**src/rtl/spi_dma_pkg.sv**
```systemverilog
package spi_dma_pkg;
  typedef enum logic [2:0] {ST_IDLE, ST_LOAD, ST_CAP, ST_START, ST_XFER} seq_st_t;

  localparam logic [1:0] DIR_FULL = 2'b00;
  localparam logic [1:0] DIR_TX   = 2'b01;
  localparam logic [1:0] DIR_RX   = 2'b10;

  localparam logic [2:0] A_CTRL  = 3'd0;
  localparam logic [2:0] A_TXLO  = 3'd1;
  localparam logic [2:0] A_TXHI  = 3'd2;
  localparam logic [2:0] A_RXLO  = 3'd3;
  localparam logic [2:0] A_RXHI  = 3'd4;
  localparam logic [2:0] A_CNTLO = 3'd5;
  localparam logic [2:0] A_CNTHI = 3'd6;
  localparam logic [2:0] A_DATA  = 3'd7;

  localparam logic [7:0] DUMMY_BYTE = 8'hFF;
endpackage

```
**src/rtl/spi_dma_bytereg.sv**
```systemverilog
// Register wider than a byte, loaded as low/high bytes, optionally stepping by one.
module spi_dma_bytereg #(
  parameter int W = 12
) (
  input  logic         clk,
  input  logic         rst,
  input  logic         wr_lo,
  input  logic         wr_hi,
  input  logic [7:0]   wdata,
  input  logic         step,
  output logic [W-1:0] q
);
  localparam int HW = W - 8;

  always_ff @(posedge clk) begin
    if (rst) begin
      q <= '0;
    end else if (step) begin
      q <= q + 1'b1;
    end else begin
      if (wr_lo) q[7:0]   <= wdata;
      if (wr_hi) q[W-1:8] <= wdata[HW-1:0];
    end
  end

  // each step advances the pointer by exactly one
  p_step_r7: assert property (@(posedge clk) disable iff (rst)
    step |=> q == W'($past(q) + 1'b1));
endmodule

```
**src/rtl/spi_dma_seq.sv**
```systemverilog
// Transfer sequencer: fetch, exchange, write-back, count.
module spi_dma_seq
  import spi_dma_pkg::*;
#(
  parameter int CW = 10
) (
  input  logic          clk,
  input  logic          rst,
  input  logic          go_i,
  input  logic [1:0]    go_dir_i,
  input  logic          master_i,
  input  logic [CW-1:0] cnt_init_i,
  input  logic          pio_wr_i,
  input  logic [7:0]    pio_data_i,
  input  logic          spi_done_i,
  input  logic [7:0]    spi_rx_data_i,
  input  logic [7:0]    ram_rdata_i,
  output logic          busy_o,
  output logic          done_o,
  output logic          spi_start_o,
  output logic [7:0]    spi_tx_data_o,
  output logic          ram_re_o,
  output logic          ram_we_o,
  output logic [7:0]    rx_last_o
);
  seq_st_t       st_q;
  logic          busy_q, nxt_vld_q, nxt_pend_q, pio_go_q;
  logic [CW-1:0] cnt_q;
  logic [1:0]    dir_q;
  logic [7:0]    tx_cur_q, nxt_q, rx_last_q;
  logic          tx_act, rx_act, fetch, last;

  assign tx_act = (dir_q != DIR_RX);
  assign rx_act = (dir_q != DIR_TX);
  assign last   = (cnt_q == '0);
  assign fetch  = (st_q == ST_XFER) && tx_act && !last && !nxt_vld_q &&
                  !nxt_pend_q && !spi_done_i;

  assign ram_re_o      = (st_q == ST_LOAD) || fetch;
  assign ram_we_o      = (st_q == ST_XFER) && spi_done_i && rx_act;
  assign done_o        = (st_q == ST_XFER) && spi_done_i && last;
  assign spi_start_o   = ((st_q == ST_START) && master_i) || pio_go_q;
  assign spi_tx_data_o = tx_cur_q;
  assign busy_o        = busy_q;
  assign rx_last_o     = rx_last_q;

  always_ff @(posedge clk) begin
    if (rst) begin
      st_q       <= ST_IDLE;
      busy_q     <= 1'b0;
      cnt_q      <= '0;
      dir_q      <= DIR_FULL;
      tx_cur_q   <= DUMMY_BYTE;
      nxt_q      <= '0;
      nxt_vld_q  <= 1'b0;
      nxt_pend_q <= 1'b0;
      pio_go_q   <= 1'b0;
      rx_last_q  <= '0;
    end else begin
      pio_go_q <= 1'b0;
      unique case (st_q)
        ST_IDLE: begin
          if (spi_done_i) rx_last_q <= spi_rx_data_i;
          if (go_i) begin
            busy_q     <= 1'b1;
            cnt_q      <= cnt_init_i;
            dir_q      <= go_dir_i;
            nxt_vld_q  <= 1'b0;
            nxt_pend_q <= 1'b0;
            if (go_dir_i != DIR_RX) begin
              st_q <= ST_LOAD;
            end else begin
              tx_cur_q <= DUMMY_BYTE;
              st_q     <= ST_START;
            end
          end else if (pio_wr_i) begin
            tx_cur_q <= pio_data_i;
            pio_go_q <= master_i;
          end
        end
        ST_LOAD:  st_q <= ST_CAP;
        ST_CAP: begin
          tx_cur_q <= ram_rdata_i;
          st_q     <= ST_START;
        end
        ST_START: st_q <= ST_XFER;
        ST_XFER: begin
          nxt_pend_q <= fetch;
          if (nxt_pend_q) begin
            nxt_q     <= ram_rdata_i;
            nxt_vld_q <= 1'b1;
          end
          if (spi_done_i) begin
            if (last) begin
              busy_q <= 1'b0;
              st_q   <= ST_IDLE;
            end else begin
              cnt_q <= cnt_q - 1'b1;
              st_q  <= ST_START;
              if (tx_act) begin
                if (nxt_vld_q) begin
                  tx_cur_q  <= nxt_q;
                  nxt_vld_q <= 1'b0;
                end else if (nxt_pend_q) begin
                  tx_cur_q  <= ram_rdata_i;
                  nxt_vld_q <= 1'b0;
                end else begin
                  st_q <= ST_LOAD;
                end
              end
            end
          end
        end
        default: st_q <= ST_IDLE;
      endcase
    end
  end

  // the RAM port is silent whenever no block transfer runs
  p_idle_quiet_r9: assert property (@(posedge clk) disable iff (rst)
    !busy_q |-> !ram_re_o && !ram_we_o);
  // transmit-only never writes RAM
  p_txonly_nowrite_r4: assert property (@(posedge clk) disable iff (rst)
    (busy_q && dir_q == DIR_TX) |-> !ram_we_o);
  // receive-only never reads RAM and only shifts the dummy byte
  p_rxonly_dummy_r5: assert property (@(posedge clk) disable iff (rst)
    (busy_q && dir_q == DIR_RX) |-> !ram_re_o && spi_tx_data_o == DUMMY_BYTE);
  // each non-final exchange takes one off the remaining count
  p_count_step_r2: assert property (@(posedge clk) disable iff (rst)
    (st_q == ST_XFER && spi_done_i && !last) |=> cnt_q == $past(cnt_q) - 1'b1);
  // the exchange that finds the count at zero ends the transfer
  p_finish_r1: assert property (@(posedge clk) disable iff (rst)
    (st_q == ST_XFER && spi_done_i && last) |=> !busy_q);
  // read and write never share the single RAM port
  p_port_excl_r3: assert property (@(posedge clk) disable iff (rst)
    !(ram_re_o && ram_we_o));
endmodule

```
**src/rtl/spi_dma_ctrl.sv**
```systemverilog
module spi_dma_ctrl
  import spi_dma_pkg::*;
#(
  parameter int AW = 12,
  parameter int CW = 10
) (
  input  logic          clk,
  input  logic          rst,
  input  logic          reg_wr,
  input  logic [2:0]    reg_addr,
  input  logic [7:0]    reg_wdata,
  output logic [7:0]    reg_rdata,
  output logic          irq,
  output logic          spi_master,
  output logic          spi_start,
  output logic [7:0]    spi_tx_data,
  input  logic          spi_done,
  input  logic [7:0]    spi_rx_data,
  output logic [AW-1:0] ram_addr,
  output logic          ram_re,
  output logic          ram_we,
  output logic [7:0]    ram_wdata,
  input  logic [7:0]    ram_rdata
);
  logic          busy, done, tx_step, rx_step, wr_ok, go, ctrl_wr;
  logic          flag_q, master_q;
  logic [1:0]    dir_q;
  logic [7:0]    rdata_q, rx_last;
  logic [AW-1:0] tx_ptr, rx_ptr;
  logic [CW-1:0] cnt_reg;

  assign wr_ok   = reg_wr && !busy;
  assign ctrl_wr = reg_wr && (reg_addr == A_CTRL);
  assign go      = wr_ok && (reg_addr == A_CTRL) && reg_wdata[0];

  spi_dma_bytereg #(.W(AW)) u_txp (
    .clk(clk), .rst(rst), .wdata(reg_wdata), .step(tx_step), .q(tx_ptr),
    .wr_lo(wr_ok && reg_addr == A_TXLO), .wr_hi(wr_ok && reg_addr == A_TXHI));
  spi_dma_bytereg #(.W(AW)) u_rxp (
    .clk(clk), .rst(rst), .wdata(reg_wdata), .step(rx_step), .q(rx_ptr),
    .wr_lo(wr_ok && reg_addr == A_RXLO), .wr_hi(wr_ok && reg_addr == A_RXHI));
  spi_dma_bytereg #(.W(CW)) u_cnt (
    .clk(clk), .rst(rst), .wdata(reg_wdata), .step(1'b0), .q(cnt_reg),
    .wr_lo(wr_ok && reg_addr == A_CNTLO), .wr_hi(wr_ok && reg_addr == A_CNTHI));

  spi_dma_seq #(.CW(CW)) u_seq (
    .clk(clk), .rst(rst), .go_i(go), .go_dir_i(reg_wdata[2:1]),
    .master_i(master_q), .cnt_init_i(cnt_reg),
    .pio_wr_i(wr_ok && reg_addr == A_DATA), .pio_data_i(reg_wdata),
    .spi_done_i(spi_done), .spi_rx_data_i(spi_rx_data), .ram_rdata_i(ram_rdata),
    .busy_o(busy), .done_o(done), .spi_start_o(spi_start),
    .spi_tx_data_o(spi_tx_data), .ram_re_o(ram_re), .ram_we_o(ram_we),
    .rx_last_o(rx_last));

  assign tx_step    = ram_re;
  assign rx_step    = ram_we;
  assign ram_addr   = ram_we ? rx_ptr : tx_ptr;
  assign ram_wdata  = spi_rx_data;
  assign spi_master = master_q;
  assign irq        = flag_q;
  assign reg_rdata  = rdata_q;

  always_ff @(posedge clk) begin
    if (rst) begin
      flag_q   <= 1'b0;
      master_q <= 1'b0;
      dir_q    <= DIR_FULL;
    end else begin
      if (done)                           flag_q <= 1'b1;
      else if (ctrl_wr && reg_wdata[7])   flag_q <= 1'b0;
      if (wr_ok && reg_addr == A_CTRL) begin
        dir_q    <= reg_wdata[2:1];
        master_q <= reg_wdata[3];
      end
    end
  end

  always_ff @(posedge clk) begin
    if (rst) begin
      rdata_q <= '0;
    end else begin
      unique case (reg_addr)
        A_CTRL:  rdata_q <= {flag_q, 3'b000, master_q, dir_q, busy};
        A_TXLO:  rdata_q <= tx_ptr[7:0];
        A_TXHI:  rdata_q <= 8'(tx_ptr >> 8);
        A_RXLO:  rdata_q <= rx_ptr[7:0];
        A_RXHI:  rdata_q <= 8'(rx_ptr >> 8);
        A_CNTLO: rdata_q <= cnt_reg[7:0];
        A_CNTHI: rdata_q <= 8'(cnt_reg >> 8);
        default: rdata_q <= rx_last;
      endcase
    end
  end

  // the interrupt is up by the cycle the enable bit has dropped
  p_irq_on_finish_r8: assert property (@(posedge clk) disable iff (rst)
    $fell(busy) |-> irq);
  // programmed count cannot move while a transfer runs
  p_cnt_hold_r10: assert property (@(posedge clk) disable iff (rst)
    (busy && $past(busy)) |-> $stable(cnt_reg));
endmodule

```
**config.mk**
```make
export PLATFORM = sky130hd
export DESIGN_NAME = spi_dma_ctrl
export DESIGN_NICKNAME = d
export VERILOG_FILES = /design/src/rtl/spi_dma_pkg.sv /design/src/rtl/spi_dma_bytereg.sv /design/src/rtl/spi_dma_seq.sv /design/src/rtl/spi_dma_ctrl.sv
export SDC_FILE = /design/constraint.sdc
export NUM_CORES = 1
export LEC_CHECK = 0
export BUFFER_PORTS_ARGS = -buffer_cell sky130_fd_sc_hd__clkbuf_2
export CAP_MARGIN = 10
export CORE_ASPECT_RATIO = 1.2
export CORE_MARGIN = 2
export CORE_UTILIZATION = 40
export CTS_CLUSTER_DIAMETER = 60
export DETAILED_ROUTE_END_ITERATION = 7
export SETUP_SLACK_MARGIN = 0.05
export SYNTH_ARGS = -nofsm -noshare
export SYNTH_HDL_FRONTEND = slang
export SYNTH_SLANG_ARGS = --single-unit
```
**constraint.sdc**
```tcl
create_clock -name clk -period 3.05 [get_ports clk]
set_input_delay 0.4575 -clock clk [delete_from_list [all_inputs] [get_ports clk]]
set_output_delay 0.4575 -clock clk [all_outputs]
set_load 0.1 [all_outputs]
```
# == Yosys cells after proc, flatten, opt, wreduce, memory -nomap -nowiden ==
# Cells that the tools add are included.
# word_totals
ff_bits,89
wordCells,138
# op_classes
add_sub_neg,3
n_eq_ne,22
n_mux,44
bitwise,2
reduce_logical,47
# op_table
operator,count
8-bit 2-to-1 mux,10
8-bit case mux with 7 select lines,1
12-bit 2-to-1 mux,3
10-bit 2-to-1 mux,3
12-bit by 1-bit adder with 12-bit output (second input constant),2
8-bit case mux with 3 select lines,1
1-bit logical AND,21
10-bit case mux with 2 select lines,1
3-bit == test (second input constant),5
3-bit 2-to-1 mux,5
3-bit case mux with 5 select lines,1
3-bit by 2-bit == test with 1-bit output (second input constant),4
1-bit 2-to-1 mux,12
2-bit nonzero test,6
10-bit zero test,1
2-bit != test (second input constant),5
2-bit AND reduction,5
10-bit by 1-bit subtractor with 10-bit output (second input constant),1
4-bit 2-to-1 mux,2
4-bit AND reduction,2
7-bit AND reduction,1
3-bit by 1-bit == test with 1-bit output (second input constant),2
3-bit zero test,2
2-bit by 1-bit != test with 1-bit output (second input constant),3
other kinds (10),19

# == Depth between registers and ports, before layout ==
# Gate-level depths: netlist of run 1.
# logic_depth
depth_word,8
mapped_depth,11

# == Hierarchy ==
# From an unflattened synthesis of run 1, not the netlist that was laid out.
# hier_totals
cells_unflattened,648
area_unflattened_um2,5308.8
# by_module_without_submodules
module,instances,cells_each,area_each_um2,seq_area_each_um2
spi_dma_seq,1,294,2324.7,860.8
spi_dma_bytereg (u_rxp ...),2,81,668.1,240.2
spi_dma_ctrl,1,127,1081.0,240.2
spi_dma_bytereg (u_cnt),1,65,566.8,200.2

# == Worst setup path before layout of run 1 ==
# OpenSTA, ideal clock, no wires.
# synth_path
kind,flip-flop to output port
startpoint,reg u_seq.st_q[0]
endpoint,out ram_addr[9]
arrival_ps,3873
required_time_ps,2592
slack_ps,-1281
stages_incl_launch_ff,7
path_buffers,2
cell_sequence,dfxtp_1 clkbuf_1 nor4bb_1 nand2_1 inv_1 buf_1 o21ai_0
# synth_between
elab_chain_len,4
# synth_lines
item,line,rtl
start: declaration,spi_dma_seq.sv:26,seq_st_t st_q;
start signal: assignment,spi_dma_seq.sv:49,st_q <= ST_IDLE;
start signal: assignment,spi_dma_seq.sv:71,st_q <= ST_LOAD;
start signal: assignment,spi_dma_seq.sv:74,st_q <= ST_START;
3-bit == test,spi_dma_seq.sv:40,assign ram_we_o = (st_q == ST_XFER) && spi_done_i && rx_act;
1-bit logical AND (2 in a row),spi_dma_seq.sv:40,
via ram_we,spi_dma_ctrl.sv:21,"output logic ram_we,"
12-bit 2-to-1 mux,spi_dma_ctrl.sv:57,assign ram_addr = ram_we ? rx_ptr : tx_ptr;
end: declaration,spi_dma_ctrl.sv:19,"output logic [AW-1:0] ram_addr,"
# The timed path passes the listed nets, and every way through them passes these cells.

# == Worst setup path in the final report of run 1 ==
# layout_path
startpoint,reg u_seq.cnt_q[0]
endpoint,out ram_re
# layout_between
elab_chain_len,7
# layout_lines
item,line,rtl
start: declaration,spi_dma_seq.sv:28,logic [CW-1:0] cnt_q;
start signal: assignment,spi_dma_seq.sv:66,cnt_q <= cnt_init_i;
start signal: assignment,spi_dma_seq.sv:98,cnt_q <= cnt_q - 1'b1;
10-bit zero test,spi_dma_seq.sv:35,assign last = (cnt_q == '0);
1-bit zero test,spi_dma_seq.sv:36,assign fetch = (st_q == ST_XFER) && tx_act && !last && !nxt_vld_q &&
1-bit logical AND (3 in a row),spi_dma_seq.sv:36,
1-bit logical AND,spi_dma_seq.sv:37,!nxt_pend_q && !spi_done_i;
1-bit logical OR,spi_dma_seq.sv:39,assign ram_re_o = (st_q == ST_LOAD) || fetch;
end: declaration,spi_dma_ctrl.sv:20,"output logic ram_re,"
# Every way passes these cells.

==> results of run 1 <==
[timing repair]
action | CTS | global route
gates resized for setup | 1 | 3
setup endpoints to repair | 1 | 2
hold buffers | 0 | 0
[final cells by class]
type                       instances  area share
antenna                            1    0.000417
inverter                          13     0.00855
clock buffer                      12      0.0427
sequential                        89       0.297
multi-input combinational        510       0.481
tap                              161      0.0336
clock inverter                     4      0.0165
timing repair buffer              92       0.121
[tightest hold or removal path: stages]
cell      delay (ns)
clkbuf_2        0.09
nand2_1         0.05
a21oi_1         0.05
[metrics by stage]
stage / std cells / power (mW) / area [um2]
detailed placement: 865 / 1.69 / 5630
global placement: 865 / 1.69 / 5630
floorplan: 668 / 1.56 / 4960
CTS: 881 / 3.00 / 5990
finish: 882 / 2.98 / 6000
global route: 881 / 3.08 / 6000
[routing by layer]
layer  routed length (um)  vias up  track usage  share of wire
met2                 7560      189        0.386           0.48
met5                    0        -            0              0
met1                 6530     2418        0.296           0.42
li1                     -     2469            -              -
met3                  988       38       0.0404          0.063
met4                  541        0        0.108          0.035
[power by group]
part	total, mW	switching [mW]	internal, mW
combinational	0.443	0.325	0.118
clock	1.31	0.466	0.848
sequential	1.23	0.0316	1.19
[worst paths after layout]
check            startpoint                endpoint  slack [ns]  cells past startpoint
min          spi_rx_data[4]      u_seq.rx_last_o[4]        0.35                      3
max          u_seq.cnt_q[0]                  ram_re        0.13                      7
min reg2reg        dir_q[1]                dir_q[1]        0.46                      2
max reg2reg  u_seq.cnt_q[0]  u_seq.spi_tx_data_o[7]        0.41                      8
[kinds of logic after synthesis]
family	Yosys count	share of synthesized area
buffers and inverters	69	0.0621
multiplexers	28	0.0572
adder cells (fa/ha/maj)	3	0.00760
AND/OR/NAND/NOR	303	0.289
AO/OA/AOI/OAI	176	0.223
flip-flops	89	0.361
[flip-flops by register name, indices dropped and copies added, names as in the netlist]
name                 cells
u_seq.dir_q              2
u_seq.nxt_q              8
u_seq.nxt_vld_q          1
u_txp.q                 12
reg_rdata                8
u_cnt.q                 10
u_seq.cnt_q             10
irq                      1
u_seq.rx_last_o          8
dir_q                    2
u_rxp.q                 12
u_seq.busy_o             1
spi_master               1
u_seq.nxt_pend_q         1
u_seq.spi_tx_data_o      8
u_seq.pio_go_q           1
u_seq.st_q               3
[cells in the final DEF, fill, tap and decap left out, types with 3 or more instances in the layout]
| cell type | netlist | layout |
|---|---|---|
| and2_1 | 4 | 4 |
| a211oi_1 | 8 | 8 |
| a31oi_1 | 12 | 12 |
| a221oi_1 | 6 | 6 |
| a21o_1 | 6 | 6 |
| or3_1 | 9 | 9 |
| a21oi_1 | 62 | 62 |
| dfxtp_1 | 89 | 89 |
| nor4_1 | 8 | 8 |
| o22ai_1 | 3 | 3 |
| nand2_2 | 0 | 8 |
| nand3_1 | 31 | 31 |
| clkbuf_16 | 0 | 9 |
| a311oi_1 | 3 | 3 |
| o21ai_0 | 42 | 38 |
| inv_1 | 12 | 12 |
| o21ai_1 | 1 | 4 |
| and3_1 | 12 | 12 |
| buf_12 | 0 | 14 |
| nor3_1 | 18 | 18 |
| nor2_1 | 66 | 66 |
| o211ai_1 | 5 | 5 |
| nor2b_1 | 7 | 7 |
| clkbuf_2 | 1 | 56 |
| a32oi_1 | 3 | 3 |
| ha_1 | 3 | 3 |
| a22oi_1 | 4 | 4 |
| or3b_2 | 3 | 3 |
| bufinv_16 | 0 | 3 |
| nand2_1 | 117 | 109 |
| or4_1 | 5 | 5 |
| mux2i_1 | 26 | 26 |
| buf_4 | 9 | 21 |
| nand2b_1 | 6 | 6 |
| o221ai_1 | 3 | 3 |
| nand4_1 | 3 | 3 |
==> results.md, run 1 <==
- Cell family with most CP delay: simple AND/OR/NAND/NOR gates
- Gr usage total: 0.234
- Peak VDD IR: 0.223 mV
- Least-Margin Pin Slew: 0.809 ns
- CORE AREA: 12100 um2
- Reg area: 1780 um2
- CTS tree: built
- H-tree depth: 3
- Power Density: 497 nW/um2
- Final setup vio count: 0
- Number of DRC markers in iteration 0: 339
- Via count: 5114
- Synthesis Warnings: 0
- Setup crit end kind: primary output
- Layout cells sized above 1: 0.183
- Width of the die: 105 um
- Insertion delay to the later sink of the worst-skew pair: 0.35 ns
- Min Tclk post-route: 2.92 ns
- Fillers: 1160
- Slew headroom: 0.461
- FMAX: 343 MHz
- Syn Nets: 702
- Top cells by area, synth: dfxtp_1 36%, nand2_1 8.9%, a21oi_1 6.3%
- Largest net degree at the start of global routing: 42
- Flops & latches, synth: 89
- Count leader, synth: nand2_1
- Most used DFF post-synth: dfxtp_1
- Syn Area/Cell: 7.39 um2
- Setup slack at placement: 0.359 ns
- Clock Tree Root: clkbuf_16
- CTS clock-pin slew for the worst setup and hold paths: 0.06 ns
- Worst Path Max Fanout: 17
- Leak: 2.28 nW
- Final period util: 0.957
- Worst Path Required: 2.59 ns
- Max Cap Violations: 0
- Die Y: 126 um
- Rows: 44
- Port bufs: 71
- CTS buffer count: 9
- Post-synth top cells: 117 x nand2_1, 89 x dfxtp_1, 66 x nor2_1
- Distinct cells, synth: 61
- Type of the tightest min-delay check: input pin to flop
- Vias in the first global route: 4676
- RSZ-0062 raised after global routing: no
- Setup repair bufs after CTS: 0
- First-pass GRT wire length: 24800 um
- Ys async rst share: 0
- Drt first pass iters: 7
- Dpl hpwl: 11400 um
- Post-synth EDFFs: 0
- CP max-delay cell: or4b_4
- Register area share after synthesis: 0.361
- Fin. Hold Viols: 0
- Initial antenna violation count: 1
- Yosys top cell area share: 0.361
- Crit path launch type: flop
- Vias per inst: 5.80
- WHS: 0.350 ns
- Initial Util: 0.410
- Detail Route Antenna Nets: 0
- CP arrival: 2.46 ns
- IO Pins: 72
- Slew Limit Fails: 0
- CP Cell Sequence: inv_1 -> ha_1 -> or4b_4 -> or3_1 -> a21oi_4 -> inv_4 -> buf_12
- Cell count after synthesis: 668
- Wire per inst: 17.7 um
- CP peak stage delay: 0.52 ns
- Crit path buf inv count: 3
- NumNets Final: 749
- Setup TNS: 0 ns
- Die Area: 13300 um2
- Synth area leader: dfxtp_1
- Clk buf depth: 2
- Status: completed
- Area delta synth->final: 21.5%
- Worst Setup Slack, final: 0.132 ns
- Finished Core Util: 0.498
- Residual DRC: 0
- Worst Skew: 0.0107 ns
- Area of the multi-input gates: 2890 um2
- Worst setup path class: flop to primary output
- Routed WL: 15600 um
- GRT overflow: 0
- Sinks on the clock net: 89
- Routability Congestion: 0.931
- Synth Cell Area: 4940 um2
Power figures use the tool's default switching activity.
==> run 2, diff against run 1 <==
clock period = 3.1 ns   (was 3.05 ns; I/O delays follow)
==> run 2 against run 1 <==
Effect of this change: sequential power about the same; sequential share of layout area up 0.23 points; utilization down 0.35 points; register-to-register slack better by 0.15 ns; wire length down 1.1%; power down 4.5%; hold slack worse by 0.00090 ns; cell count down 0.34%; highest routed layer unchanged.
==> results.md, run 2 (synthesis gave the netlist of run 1 again) <==
- Status: completed (unchanged)
- Vias per inst: 5.75 (was 5.80)
- Dpl hpwl: 11000 um (was 11400 um)
- First-pass GRT wire length: 24300 um (was 24800 um)
- CP arrival: 2.48 ns (was 2.46 ns)
- Vias in the first global route: 4545 (was 4676)
- Fin. Hold Viols: 0 (unchanged)
- Initial Util: 0.410 (unchanged)
- Sinks on the clock net: 89 (unchanged)
- Registers with the most flip-flops: u_rxp.q (12), u_txp.q (12) (unchanged)
- Gr usage total: 0.231 (was 0.234)
- IO Pins: 72 (unchanged)
- Rows: 44 (unchanged)
- Port bufs: 71 (unchanged)
- Finished Core Util: 0.494 (was 0.498)
- FMAX: 340 MHz
- Least-Margin Pin Slew: 0.804 ns (was 0.809 ns)
- Final period util: 0.950
- Flop pwr share: 0.423 (was 0.411)
- Power Internal: 2.04 mW (was 2.16 mW)
- Logic pwr share: 0.152 (was 0.149)
- Final setup vio count: 0 (unchanged)
- Setup repair bufs after CTS: 0 (unchanged)
- Sw Ratio: 0.285 (was 0.276)
- Width of the die: 105 um (unchanged)
- Die Y: 126 um (unchanged)
- Slew headroom: 0.463 (was 0.461)
- Insertion delay to the later sink of the worst-skew pair: 0.35 ns (about the same)
- Worst Skew: 0.00833 ns (was 0.0107 ns)
- H-tree depth: 3 (unchanged)
- Largest net degree at the start of global routing: 41 (was 42)
- Power Density: 478 nW/um2 (was 497 nW/um2)
- Setup slack at placement: 0.287 ns (was 0.359 ns)
- Peak VDD IR: 0.210 mV (was 0.223 mV)
- Crit path launch type: flop (unchanged)
- CTS tree: built (unchanged)
- Die Area: 13300 um2 (unchanged)
- Commonest non-fill, non-tap cell in the layout: nand2_1 (unchanged)
- Routability Congestion: 0.901 (was 0.931)
- Max Cap Violations: 0 (unchanged)
- Worst Path Max Fanout: 17 (unchanged)
- Type of the tightest min-delay check: input pin to flop (unchanged)
- Area delta synth->final: 20.6% (was 21.5%)
- Worst Setup Slack, final: 0.156 ns (was 0.132 ns)
- P_sw: 812 uW (was 823 uW)
- Clk pwr share: 0.425 (was 0.440)
- CORE AREA: 12100 um2 (unchanged)
- Wire per inst: 17.6 um (was 17.7 um)
- Number of DRC markers in iteration 0: 350 (was 339)
- Slew Limit Fails: 0 (unchanged)
- Commonest non-fill, non-tap cells in the layout: 109 x nand2_1, 88 x dfxtp_1, 66 x nor2_1, 62 x a21oi_1, 56 x clkbuf_2 (was 109 x nand2_1, 89 x dfxtp_1, 66 x nor2_1, 62 x a21oi_1, 56 x clkbuf_2)
- Leak: 2.26 nW (was 2.28 nW)
- Detail Route Antenna Nets: 0 (unchanged)
- Layout cells sized above 1: 0.184 (was 0.183)
- Drt first pass iters: 5 (was 7)
- Min Tclk post-route: 2.94 ns
- RSZ-0062 raised after global routing: no (unchanged)
- CTS clock-pin slew for the worst setup and hold paths: 0.06 ns (about the same)
- Diodes inserted: 0 (was 1)
- Worst setup path class: flop to primary output (unchanged)
- Setup crit end kind: primary output (unchanged)
- Worst Path Required: 2.63 ns (was 2.59 ns)
- CTS buffer count: 9 (unchanged)
- NumNets Final: 747 (was 749)
- GRT overflow: 0 (unchanged)
- Via count: 5056 (was 5114)
- Routed WL: 15400 um (was 15600 um)
- Clk buf depth: 2 (unchanged)
- Initial antenna violation count: 0 (was 1)
- Post-CTS Hold Fix Bufs: 0 (unchanged)
- Residual DRC: 0 (unchanged)
- Clock Tree Root: clkbuf_16 (unchanged)
==> run 2: cell count changes in the layout (fill, tap and decap cells not counted), sizes merged <==
cell and delta:
clkinvlp +1, clkbuf -1, buf -2, clkinv +1
diode -1, bufinv -1
==> run 2: metrics by stage <==
step                      setup TNS, ns  total power, mW  instances  hold WS (ns)  area (um2)
final                                 0             2.85        879         0.349        5960
after global routing                  0             2.94        879         0.350        5960
after CTS                             0             2.86        879         0.351        5950
after detailed placement              0             1.66        863         0.447        5620
after global placement                0             1.66        863         0.445        5620
after floorplan                  -0.864             1.54        668         0.433        4960
==> run 2: final cells by class <==
cell class / count / area (um2)
fill: 1172 / 6100
clock buffer: 11 / 253
sequential: 89 / 1780
tap: 161 / 201
multi-input combinational: 510 / 2880
inverter: 13 / 51.3
clock inverter: 5 / 77.6
timing repair buffer: 90 / 708
==> run 2: worst max-delay path: stages (launching register included) <==
cell and delay, ns:
dfxtp_1 0.32, inv_1 0.09, ha_1 0.23, or4b_4 0.53, or3_4 0.47, a21oi_4 0.18, inv_4 0.11, buf_12 0.18
==> run 2: path summary, 6_finish.rpt <==
check / start / endpoint / slack (ns) / cells after the start
worst min-delay path: spi_rx_data[4] / u_seq.rx_last_o[4] / 0.35 / 3
worst max register to register: u_seq.cnt_q[0] / u_txp.q[0] / 0.56 / 8
worst min register to register: dir_q[1] / dir_q[1] / 0.45 / 2
worst max-delay path: u_seq.cnt_q[0] / ram_re / 0.16 / 7
==> run 2: power by group through the flow <==
stage                     clock network, mW  logic [mW]  registers, mW
final                                  1.21       0.433           1.20
after global routing                   1.27       0.457           1.21
after CTS                              1.22       0.431           1.20
after detailed placement                  0       0.430           1.23
after global placement                    0       0.427           1.23
after floorplan                           0       0.241           1.30
==> run 2: layer usage <==
layer,GRT usage,part of all wire,vias to the layer above
li1,-,-,2466
met1,0.304,0.43,2380
met2,0.367,0.47,181
met3,0.0445,0.060,29
met4,0.103,0.035,0
met5,0,0,-
==> run 2: timing repair <==
item | CTS | global route
resized for setup | 2 | 3
hold endpoints to repair | 0 | 0
endpoints found under the setup margin | 1 | 6
==> run 3, diff against run 2 <==
ABC_AREA = 1   (was unset)
SLEW_MARGIN = 20   (was unset)
==> run 3 against run 2 <==
Effect of this change: utilization decreased by 1.4 points; sequential power about the same; clock skew increased by 0.00069 ns; count of clock-buffer cells in the layout decreased by 2; cell area increased by 2.5%; die area increased by 5.6%; cell count increased by 18%; largest cell class unchanged; largest power group is now registers; highest routed layer unchanged.
==> results.md, run 3 <==
- Initial antenna violation count: 0 (unchanged)
- Worst Skew: 0.00902 ns (was 0.00833 ns)
- Clock Tree Root: clkbuf_16 (unchanged)
- Initial Util: 0.411 (was 0.410)
- Peak VDD IR: 0.217 mV (was 0.210 mV)
- Insertion delay to the later sink of the worst-skew pair: 0.36 ns (was 0.35 ns)
- Synth Cell Area: 5230 um2 (was 4940 um2)
- Fin. Hold Viols: 0 (unchanged)
- IO Pins: 72 (unchanged)
- CP arrival: 2.19 ns (was 2.48 ns)
- Setup TNS: 0 ns (unchanged)
- GRT overflow: 0 (unchanged)
- RSZ-0062 raised after global routing: no (unchanged)
- Residual DRC: 0 (unchanged)
- Dpl hpwl: 12200 um (was 11000 um)
- First-pass GRT wire length: 25600 um (was 24300 um)
- CTS buffer count: 9 (unchanged)
- Count leader, synth: nand2_1 (unchanged)
- Setup repair bufs after CTS: 0 (unchanged)
- Post-synth top cells: 218 x nand2_1, 98 x inv_1, 89 x dfxtp_1 (was 117 x nand2_1, 89 x dfxtp_1, 66 x nor2_1)
- Type of the tightest min-delay check: input pin to flop (unchanged)
- Number of DRC markers in iteration 0: 340 (was 350)
- Worst Path Required: 2.63 ns (about the same)
- Vias per inst: 5.22 (was 5.75)
- Commonest non-fill, non-tap cell in the layout: nand2_1 (unchanged)
- Crit path launch type: flop (unchanged)
- Syn Area/Cell: 6.43 um2 (was 7.39 um2)
- Die Area: 14000 um2 (was 13300 um2)
- CTS tree: built (unchanged)
- CTS clock-pin slew for the worst setup and hold paths: 0.07 ns (was 0.06 ns)
- Diodes inserted: 0 (unchanged)
- Cell count after synthesis: 813 (was 668)
- Max Cap Violations: 0 (unchanged)
- Top cells by area, synth: dfxtp_1 34%, nand2_1 16%, nand3_1 7.6% (was dfxtp_1 36%, nand2_1 8.9%, a21oi_1 6.3%)
- Leak: 2.70 nW (was 2.26 nW)
- Drt first pass iters: 5 (unchanged)
- Post-synth EDFFs: 0 (unchanged)
- Routed WL: 16400 um (was 15400 um)
- Final setup vio count: 0 (unchanged)
- Wire per inst: 15.9 um (was 17.6 um)
- Layout cells sized above 1: 0.144 (was 0.184)
- Ys async rst share: 0 (unchanged)
- Slew Limit Fails: 0 (unchanged)
- Syn Nets: 847 (was 702)
- Flops & latches, synth: 89 (unchanged)
- Gr usage total: 0.240 (was 0.231)
- Final period util: 0.857 (was 0.950)
- NumNets Final: 901 (was 747)
- Clk buf depth: 2 (unchanged)
- Min Tclk post-route: 2.66 ns (was 2.94 ns)
- Width of the die: 108 um (was 105 um)
- CORE AREA: 12700 um2 (was 12100 um2)
- Setup crit end kind: primary output (unchanged)
- Fillers: 1387 (was 1172)
- Sinks on the clock net: 89 (unchanged)
- Power Density: 449 nW/um2 (was 478 nW/um2)
- Setup slack at placement: 0.625 ns (was 0.287 ns)
- Via count: 5411 (was 5056)
- Area delta synth->final: 16.9% (was 20.6%)
- Synth area leader: dfxtp_1 (unchanged)
- Distinct cells, synth: 38 (was 61)
- Worst Path Max Fanout: 29 (was 17)
- Slew headroom: 0.636 (was 0.463)
- Vias in the first global route: 4813 (was 4545)
- Routability Congestion: 0.903 (was 0.901)
- Detail Route Antenna Nets: 0 (unchanged)
- Port bufs: 71 (unchanged)
- Die Y: 129 um (was 126 um)
- Least-Margin Pin Slew: 0.549 ns (was 0.804 ns)
- H-tree depth: 3 (unchanged)
- Worst Setup Slack, final: 0.442 ns (was 0.156 ns)
- Total of cells resized after clock tree synthesis: 0 (was 2)
- Final non-filler cell total: 1036 (was 879)
- Most used DFF post-synth: dfxtp_1 (unchanged)
- FMAX: 376 MHz (was 340 MHz)
- Rows: 45 (was 44)
- Registers with the most flip-flops: u_rxp.q (12), u_txp.q (12) (unchanged)
- Commonest non-fill, non-tap cells in the layout: 218 x nand2_1, 98 x inv_1, 89 x dfxtp_1, 79 x nand3_1 (was 109 x nand2_1, 88 x dfxtp_1, 66 x nor2_1, 62 x a21oi_1, 56 x clkbuf_2)
- WHS: 0.376 ns (was 0.349 ns)
- Worst setup path class: flop to primary output (unchanged)
- Largest net degree at the start of global routing: 51 (was 41)
- Status: completed (unchanged)
- Synthesis Warnings: 0 (unchanged)
- Yosys top cell area share: 0.341 (was 0.361)
- Post-CTS Hold Fix Bufs: 0 (unchanged)
- Placed insts: 1020 (was 863)
- Register area share after synthesis: 0.341 (was 0.361)
run 3: cell count changes in the layout (fill, tap and decap cells not counted), moves of 7 or more:
cell,before,now
nand2_1,109,218
and3_1,12,0
or3_1,8,0
o21ai_0,38,67
buf_4,19,7
nor3_1,18,4
inv_1,12,98
mux2i_1,26,0
nor4_1,8,1
nand3_1,31,79
nor2b_1,7,0
nand4_1,3,19
run 3: path summary, 6_finish.rpt:
check / end / slack, ns / depth (start not counted) / from
worst max-delay path: ram_addr[2] / 0.44 / 6 / u_seq.st_q[0]
worst min-delay path: u_seq.nxt_q[5] / 0.38 / 3 / ram_rdata[5]
worst min register to register: u_seq.spi_tx_data_o[4] / 0.46 / 2 / u_seq.spi_tx_data_o[4]
worst max register to register: u_txp.q[6] / 0.98 / 10 / u_seq.cnt_q[0]
run 3: where the power goes:
part | internal (mW) | switching [mW]
sequential | 1.18 | 0.0332
combinational | 0.124 | 0.386
clock | 0.535 | 0.481
run 3: critical path, stage by stage (launching register included):
cell and delay [ns]:
dfxtp_1 0.36, nor2_4 0.16, nand2_2 0.18, inv_2 0.11
nand2_2 0.31, o21ai_0 0.48, buf_12 0.23
run 3: area by class of cell:
type	instances	area, um2	area share
clock buffers	9	225	0.0369
clock inverters	7	37.5	0.00615
inverters	101	379	0.0621
multi-input cells	588	2860	0.468
flip-flops and latches	89	1780	0.292
well taps	164	205	0.0336
repair buffers	78	618	0.101
run 3: cell families (layout without fill, tap and decap cells):
family | Yosys count | count (layout) | synth area share
simple gates | 416 | 416 | 0.359
compound gates | 160 | 160 | 0.167
buf+inv | 136 | 195 | 0.111
flops | 89 | 89 | 0.341
xor+xnor | 9 | 9 | 0.0151
fa+ha+maj | 3 | 3 | 0.00718
run 3: metrics by stage:
stage	utilization	total power [mW]	instance area [um2]
floorplan	-	1.61	5230
global route	0.480	2.85	6110
global placement	0.459	1.75	5850
CTS	0.480	2.75	6110
finish	0.480	2.74	6110
detailed placement	0.459	1.75	5850
run 3: routing by layer:
layer	vias up	GRT usage	part of all wire
met1	2494	0.310	0.45
met3	27	0.0272	0.041
met4	0	0.118	0.032
met2	134	0.399	0.48
li1	2756	-	-
met5	-	0	0
